==> src/rtl/shp_pkg.sv <==
`timescale 1ns/1ps
package shp_pkg;
   typedef enum logic [1:0] {
      LVL_PRIO  = 2'd0,
      LVL_GROUP = 2'd1,
      LVL_PORT  = 2'd2,
      LVL_QSET  = 2'd3
   } shp_level_e;

   localparam int NUM_BUCKETS = 2;
   localparam int BKT_CIR     = 0;
   localparam int BKT_PIR     = 1;
endpackage

==> src/rtl/shp_refill_timer.sv <==
`timescale 1ns/1ps
module shp_refill_timer
   import shp_pkg::*;
#(
   parameter int CNT_W      = 32,
   parameter int EXP_W      = 4,
   parameter int TICK_PRIO  = 1536,
   parameter int TICK_GROUP = 192,
   parameter int TICK_PORT  = 48,
   parameter int TICK_QSET  = 1536
) (
   input  logic             clk,
   input  logic             rst_n,
   input  logic             restart,
   input  shp_level_e       level,
   input  logic [EXP_W-1:0] down,
   output logic             fire
);
   logic [CNT_W-1:0] tick_sel;
   logic [CNT_W-1:0] period;
   logic [CNT_W-1:0] cnt_q;

   always_comb begin
      unique case (level)
         LVL_PRIO:  tick_sel = CNT_W'(TICK_PRIO);
         LVL_GROUP: tick_sel = CNT_W'(TICK_GROUP);
         LVL_PORT:  tick_sel = CNT_W'(TICK_PORT);
         default:   tick_sel = CNT_W'(TICK_QSET);
      endcase
   end

   assign period = tick_sel << down;
   assign fire   = (cnt_q == period - CNT_W'(1));

   always_ff @(posedge clk or negedge rst_n) begin
      if (!rst_n) begin
         cnt_q <= '0;
      end else if (restart || fire) begin
         cnt_q <= '0;
      end else begin
         cnt_q <= cnt_q + CNT_W'(1);
      end
   end
endmodule

==> src/rtl/shp_bucket.sv <==
`timescale 1ns/1ps
module shp_bucket
   import shp_pkg::*;
#(
   parameter int BASE_W       = 8,
   parameter int EXP_W        = 4,
   parameter int LEN_W        = 16,
   parameter int CRED_W       = 40,
   parameter int CNT_W        = 32,
   parameter int KB_SHIFT     = 10,
   parameter int DEF_BS_BASE  = 1,
   parameter int DEF_BS_SHIFT = 4,
   parameter int TICK_PRIO    = 1536,
   parameter int TICK_GROUP   = 192,
   parameter int TICK_PORT    = 48,
   parameter int TICK_QSET    = 1536
) (
   input  logic                     clk,
   input  logic                     rst_n,
   input  logic                     load,
   input  shp_level_e               level,
   input  logic [BASE_W-1:0]        cfg_base,
   input  logic [EXP_W-1:0]         cfg_up,
   input  logic [EXP_W-1:0]         cfg_down,
   input  logic [BASE_W-1:0]        cfg_bs_base,
   input  logic [EXP_W-1:0]         cfg_bs_shift,
   input  logic                     take,
   input  logic [LEN_W-1:0]         len,
   output logic signed [CRED_W-1:0] credit,
   output logic                     ok,
   output logic                     fire,
   output logic                     bypass
);
   localparam logic [CRED_W-1:0] DEF_CAP =
      CRED_W'(DEF_BS_BASE) << (DEF_BS_SHIFT + KB_SHIFT);

   function automatic logic [CRED_W-1:0] bucket_size(
      input logic [BASE_W-1:0] bsb,
      input logic [EXP_W-1:0]  bss
   );
      return CRED_W'(bsb) << (32'(bss) + KB_SHIFT);
   endfunction

   logic [BASE_W-1:0]        base_q;
   logic [EXP_W-1:0]         up_q;
   logic [EXP_W-1:0]         down_q;
   logic [CRED_W-1:0]        cap_q;
   logic signed [CRED_W-1:0] credit_q;
   logic signed [CRED_W-1:0] amt;
   logic signed [CRED_W-1:0] sum;
   logic signed [CRED_W-1:0] filled;
   logic signed [CRED_W-1:0] after;

   shp_refill_timer #(
      .CNT_W      (CNT_W),
      .EXP_W      (EXP_W),
      .TICK_PRIO  (TICK_PRIO),
      .TICK_GROUP (TICK_GROUP),
      .TICK_PORT  (TICK_PORT),
      .TICK_QSET  (TICK_QSET)
   ) u_timer (
      .clk     (clk),
      .rst_n   (rst_n),
      .restart (load),
      .level   (level),
      .down    (down_q),
      .fire    (fire)
   );

   assign bypass = (base_q == '0) && (up_q == '0) && (down_q == '0);
   assign ok     = bypass || !credit_q[CRED_W-1];
   assign credit = credit_q;

   // refill, clamp to size, then deduct the granted packet
   always_comb begin
      amt    = $signed(CRED_W'(base_q) << up_q);
      sum    = credit_q + amt;
      filled = credit_q;
      if (fire) begin
         filled = (sum > $signed(cap_q)) ? $signed(cap_q) : sum;
      end
      after = filled;
      if (take) begin
         after = filled - $signed(CRED_W'(len));
      end
   end

   always_ff @(posedge clk or negedge rst_n) begin
      if (!rst_n) begin
         base_q   <= '0;
         up_q     <= '0;
         down_q   <= '0;
         cap_q    <= DEF_CAP;
         credit_q <= $signed(DEF_CAP);
      end else if (load) begin
         base_q   <= cfg_base;
         up_q     <= cfg_up;
         down_q   <= cfg_down;
         cap_q    <= bucket_size(cfg_bs_base, cfg_bs_shift);
         credit_q <= $signed(bucket_size(cfg_bs_base, cfg_bs_shift));
      end else if (!bypass) begin
         credit_q <= after;
      end
   end
endmodule

==> src/rtl/dual_bucket_shaper.sv <==
`timescale 1ns/1ps
module dual_bucket_shaper
   import shp_pkg::*;
#(
   parameter int BASE_W       = 8,
   parameter int EXP_W        = 4,
   parameter int LEN_W        = 16,
   parameter int CRED_W       = 40,
   parameter int CNT_W        = 32,
   parameter int KB_SHIFT     = 10,
   parameter int DEF_BS_BASE  = 1,
   parameter int DEF_BS_SHIFT = 4,
   parameter int TICK_PRIO    = 1536,
   parameter int TICK_GROUP   = 192,
   parameter int TICK_PORT    = 48,
   parameter int TICK_QSET    = 1536
) (
   input  logic                     clk,
   input  logic                     rst_n,
   input  logic                     cfg_wr,
   input  logic [1:0]               cfg_level,
   input  logic [BASE_W-1:0]        cir_base,
   input  logic [EXP_W-1:0]         cir_up,
   input  logic [EXP_W-1:0]         cir_down,
   input  logic [BASE_W-1:0]        cir_bs_base,
   input  logic [EXP_W-1:0]         cir_bs_shift,
   input  logic [BASE_W-1:0]        pir_base,
   input  logic [EXP_W-1:0]         pir_up,
   input  logic [EXP_W-1:0]         pir_down,
   input  logic [BASE_W-1:0]        pir_bs_base,
   input  logic [EXP_W-1:0]         pir_bs_shift,
   input  logic                     req_valid,
   input  logic [LEN_W-1:0]         req_len,
   output logic                     req_ready,
   output logic signed [CRED_W-1:0] cir_credit,
   output logic signed [CRED_W-1:0] pir_credit
);
   localparam int MAX_EXP   = (1 << EXP_W) - 1;
   localparam int CRED_NEED = BASE_W + MAX_EXP + KB_SHIFT + 2;
   localparam int MAX_TICK  = (TICK_PRIO > TICK_QSET) ? TICK_PRIO : TICK_QSET;
   localparam int CNT_NEED  = $clog2(MAX_TICK + 1) + MAX_EXP;

   if (CRED_W < CRED_NEED) begin : g_bad_cred
      $error("CRED_W too narrow for the largest bucket size");
   end
   if (LEN_W + 1 >= CRED_W) begin : g_bad_len
      $error("LEN_W must be well below CRED_W");
   end
   if (CNT_W < CNT_NEED) begin : g_bad_cnt
      $error("CNT_W too narrow for the longest refill period");
   end
   if (DEF_BS_SHIFT > MAX_EXP || DEF_BS_BASE >= (1 << BASE_W)) begin : g_bad_def
      $error("default bucket size does not fit its fields");
   end

   shp_level_e level_q;

   logic [BASE_W-1:0]        base_in   [NUM_BUCKETS];
   logic [EXP_W-1:0]         up_in     [NUM_BUCKETS];
   logic [EXP_W-1:0]         down_in   [NUM_BUCKETS];
   logic [BASE_W-1:0]        bsb_in    [NUM_BUCKETS];
   logic [EXP_W-1:0]         bss_in    [NUM_BUCKETS];
   logic signed [CRED_W-1:0] cred_vec  [NUM_BUCKETS];
   logic [NUM_BUCKETS-1:0]   ok_vec;
   logic [NUM_BUCKETS-1:0]   fire_vec;
   logic [NUM_BUCKETS-1:0]   bypass_vec;
   logic                     take;

   assign base_in[BKT_CIR] = cir_base;
   assign up_in[BKT_CIR]   = cir_up;
   assign down_in[BKT_CIR] = cir_down;
   assign bsb_in[BKT_CIR]  = cir_bs_base;
   assign bss_in[BKT_CIR]  = cir_bs_shift;
   assign base_in[BKT_PIR] = pir_base;
   assign up_in[BKT_PIR]   = pir_up;
   assign down_in[BKT_PIR] = pir_down;
   assign bsb_in[BKT_PIR]  = pir_bs_base;
   assign bss_in[BKT_PIR]  = pir_bs_shift;

   always_ff @(posedge clk or negedge rst_n) begin
      if (!rst_n) begin
         level_q <= LVL_PRIO;
      end else if (cfg_wr) begin
         level_q <= shp_level_e'(cfg_level);
      end
   end

   for (genvar b = 0; b < NUM_BUCKETS; b++) begin : g_bkt
      shp_bucket #(
         .BASE_W       (BASE_W),
         .EXP_W        (EXP_W),
         .LEN_W        (LEN_W),
         .CRED_W       (CRED_W),
         .CNT_W        (CNT_W),
         .KB_SHIFT     (KB_SHIFT),
         .DEF_BS_BASE  (DEF_BS_BASE),
         .DEF_BS_SHIFT (DEF_BS_SHIFT),
         .TICK_PRIO    (TICK_PRIO),
         .TICK_GROUP   (TICK_GROUP),
         .TICK_PORT    (TICK_PORT),
         .TICK_QSET    (TICK_QSET)
      ) u_bucket (
         .clk          (clk),
         .rst_n        (rst_n),
         .load         (cfg_wr),
         .level        (level_q),
         .cfg_base     (base_in[b]),
         .cfg_up       (up_in[b]),
         .cfg_down     (down_in[b]),
         .cfg_bs_base  (bsb_in[b]),
         .cfg_bs_shift (bss_in[b]),
         .take         (take),
         .len          (req_len),
         .credit       (cred_vec[b]),
         .ok           (ok_vec[b]),
         .fire         (fire_vec[b]),
         .bypass       (bypass_vec[b])
      );
   end

   assign req_ready  = !cfg_wr && (&ok_vec);
   assign take       = req_valid && req_ready;
   assign cir_credit = cred_vec[BKT_CIR];
   assign pir_credit = cred_vec[BKT_PIR];
endmodule

==> config.mk <==
export PLATFORM = sky130hd
export DESIGN_NAME = dual_bucket_shaper
export DESIGN_NICKNAME = d
export VERILOG_FILES = /design/src/rtl/shp_pkg.sv /design/src/rtl/shp_refill_timer.sv /design/src/rtl/shp_bucket.sv /design/src/rtl/dual_bucket_shaper.sv
export SDC_FILE = /design/constraint.sdc
export NUM_CORES = 1
export LEC_CHECK = 0
export ABC_AREA = 1
export BUFFER_PORTS_ARGS = -buffer_cell sky130_fd_sc_hd__buf_4
export CAP_MARGIN = 10
export CELL_PAD_IN_SITES_DETAIL_PLACEMENT = 1
export CELL_PAD_IN_SITES_GLOBAL_PLACEMENT = 2
export CORE_UTILIZATION = 25
export CTS_CLUSTER_DIAMETER = 120
export DETAILED_ROUTE_END_ITERATION = 8
export GPL_ROUTABILITY_DRIVEN = 0
export GPL_TIMING_DRIVEN = 0
export PLACE_DENSITY = 0.68
export SLEW_MARGIN = 40
export SYNTH_ARGS = -nofsm -noshare
export SYNTH_HDL_FRONTEND = slang
export SYNTH_SLANG_ARGS = --single-unit
==> constraint.sdc <==
create_clock -name clk -period 10.1 [get_ports clk]
set_clock_uncertainty 0.15 [all_clocks]
set_input_delay 3.03 -clock clk [delete_from_list [all_inputs] [get_ports clk]]
set_output_delay 3.03 -clock clk [all_outputs]
set_load 0.005 [all_outputs]
==> flow_summary.yaml <==
status:
  outcome: "complete, no violations"
timing:
  fmax_mhz: 106
  slew-limit-headroom_pct: 36.6
  timing.final.ws_setup_ns: 0.637
  tightest_slew_ns: 0.942
  setup_viol: 0
  rsz0062_at_grt: "yes"
  hold_viol: 0
  finalCritPeriodShare_pct: 93.7
  maxSlewViolCount: 0
  period_needed_ns: 9.46
routing:
  vias_per_cell: 4.90
  first_pass_iters: 5
  drc: 0
  route.detailed.wl_per_inst_um: 20.9
  drtAntennaViolNets: 0
  routed_wl_um: 121000
  drt_iter0_drc: 1522
  via_count: 28500
clock_network:
  cts.sinks: 256
  cts_made_buffers: 40
  root_buffer: "clkbuf_16"
  h-tree-depth: 2
  cts_tree: "done"
  worstSkewPairLatency_ns: 0.61
  clkSlewWorstSetupHoldPaths_ns: 0.06
  clockBufferDepth: 3
global_route:
  grt_pass1_vias: 29100
  grt_pass1_wl_um: 182000
  antenna_found_initial: 3
  grt_max_degree: 65
  grt_overflow: 0
  grt_usage_pct: 22.6
place:
  dp_slack_ns: -1.24
  hpwl_um: 99800
  dp.cells: 5735
  placed_cell_area_sq_um: 29200
  portBuffers: 157
layout:
  drive_gt1_share_pct: 10.8
  final_cells: 5810
  final_area_sq_um: 30800
  layout_common_cells: "1,135 x nand2_1, 553 x inv_1, 425 x nor2_1, 327 x o21ai_0, 320 x nand3_1"
  syn2layout_area_growth_pct: 18.0
  fin_nets: 4645
  final_common_cell: "nand2_1"
  fillers: 13400
floorplan:
  die_w_um: 325
  coreArea_sq_um: 104000
  row_count: 118
  start_util_pct: 25.2
  die_area_sq_um: 106000
  die_h_um: 325
  top_level_ports: 159
hold_path:
  hold_path.class: "register to register"
  min_from: "g_bkt[1].u_bucket.u_timer.cnt_q[0]"
synthesis:
  synth_cell_types: 61
  synth_ff_type: "dfrtp_1"
  synth-edff-count: 0
  synth_area_per_cell_sq_um: 6.23
  syn-num-nets: 4440
  synthCells: 4194
  synth.yosys.warnings: 0
  syn_area_sq_um: 26100
  synth-seq-area-share_pct: 24.5
  async_flop_share_pct: 100
  synth_seq_cells: 256
power:
  powerDensity_nw_per_um2: 162
  p_leak_nw: 15.3
  ir_drop_mv: 0.121
worst_setup_path:
  cp-end-kind: "register"
  crit_buf_inv: 8
  crit-reg2reg-launch: "g_bkt[1].u_bucket.up_q[1]"
  worst-setup-path-type: "register to register"
  max_stage_delay_ns: 0.51
  path_common_cell: "nand3_1"
  rrSetupSlack_ns: 0.64
  startpoint: "g_bkt[1].u_bucket.up_q[1]"
  critPathTopFamily: "simple AND/OR/NAND/NOR gates"
  cp.required_ns: 10.47
  critPathLaunchType: "register"
  worstPathMaxFanout: 10
  cp.arrival_ns: 9.83
  cp_slowest_cell: "fa_1"
flow_run:
  cap_violations: 0
## cells in the mapped netlist, types with 8 or more instances
cell type | n | area [sq um]
nand2_1 | 1138 | 4270
inv_1 | 554 | 2080
nor2_1 | 432 | 1620
o21ai_0 | 350 | 1750
nand3_1 | 323 | 1620
dfrtp_1 | 252 | 6310
a21oi_1 | 179 | 896
ha_1 | 164 | 2050
xor2_1 | 117 | 1020
clkbuf_1 | 85 | 319
nand4_1 | 60 | 375
nor3_1 | 60 | 300
o211ai_1 | 43 | 323
a31oi_1 | 41 | 257
nand2_2 | 35 | 219
nor2_2 | 31 | 194
inv_2 | 27 | 101
buf_2 | 26 | 130
xnor2_1 | 23 | 201
o21ai_1 | 22 | 110
nor3b_1 | 20 | 150
nor4_1 | 20 | 125
nand3_2 | 17 | 170
o22ai_1 | 15 | 93.8
nand3b_1 | 11 | 82.6
nor2_4 | 11 | 124
o21bai_1 | 11 | 82.6
buf_1 | 10 | 37.5
or2_2 | 10 | 62.6
buf_6 | 9 | 101
a22oi_1 | 8 | 60.1
mux2i_1 | 8 | 80.1
o21a_1 | 8 | 60.1
## final cells by class
type / count / area (sq um) / area share, %
sequential: 256 / 6410 / 20.8
buffer: 129 / 621 / 2.01
inverter: 587 / 2210 / 7.16
tap: 1380 / 1730 / 5.60
antenna: 1 / 2.50 / 0.00811
multi-input combinational: 3219 / 17100 / 55.5
timing repair buffer: 166 / 1330 / 4.32
clock buffer: 51 / 1110 / 3.61
clock inverter: 21 / 294 / 0.953
## per-layer routing
layer | routed length (um) | track usage, % | vias up
met5 | 31 | 0 | -
met4 | 4310 | 7.97 | 4
met3 | 4730 | 3.41 | 163
met2 | 53300 | 35.8 | 467
met1 | 58800 | 31.0 | 13800
li1 | - | - | 14100
## timing repair
action | CTS | global route
setup buffers | 2 | 3
pin swaps | 1 | 3
hold buffers | 0 | 0
setup endpoints to repair | 58 | 54
gates resized for setup | 25 | 57
## state kept, by name, summed over array words and instances (netlist names)
register,count
g_bkt.u_bucket.base_q,16
g_bkt.u_bucket.cap_q,78
g_bkt.u_bucket.down_q,8
g_bkt.u_bucket.up_q,8
g_bkt.u_bucket.u_timer.cnt_q,64
level_q,2
g_bkt.u_bucket.credit,80
## metrics by stage
| step | utilization, % | TNS, ns | hold WS (ns) | total power, mW |
|---|---|---|---|---|
| floorplan | - | 0 | 0.283 | 2.61 |
| global placement | 28.0 | -42.74 | 0.305 | 3.36 |
| detailed placement | 28.2 | -34.22 | 0.316 | 3.39 |
| CTS | 29.6 | 0 | 0.323 | 5.02 |
| global route | 29.8 | -0.0114 | 0.331 | 5.35 |
| finish | 29.8 | 0 | 0.314 | 5.00 |
## logic make-up (layout without fill, tap and decap cells)
group           count (synthesis)  count (layout)  synth area share [%]
compound gates                718             718                  15.2
xor+xnor                      140             140                  4.69
fa+ha+maj                     168             168                  8.15
buf+inv                       719             954                  10.8
flops                         256             256                  24.5
mux                             8               8                 0.306
other cells                     0               1                     0
simple gates                 2185            2185                  36.3
## report_power, final
group          total, mW  switching (mW)  internal (mW)
Clock               1.57           0.609          0.957
Combinational       2.21            1.51          0.707
Sequential          1.22           0.108           1.11
## worst paths after layout
path                                                       to  cells after the start
max                              g_bkt[1].u_bucket.credit[22]                     50
min                        g_bkt[1].u_bucket.u_timer.cnt_q[0]                      1
max reg2reg                      g_bkt[1].u_bucket.credit[22]                     50
min reg2reg                g_bkt[1].u_bucket.u_timer.cnt_q[0]                      1
max in group asynchronous        g_bkt[1].u_bucket.credit[14]                      3
min in group asynchronous  g_bkt[1].u_bucket.u_timer.cnt_q[2]                      1
Note: power is estimated with default switching activity, not from simulation.
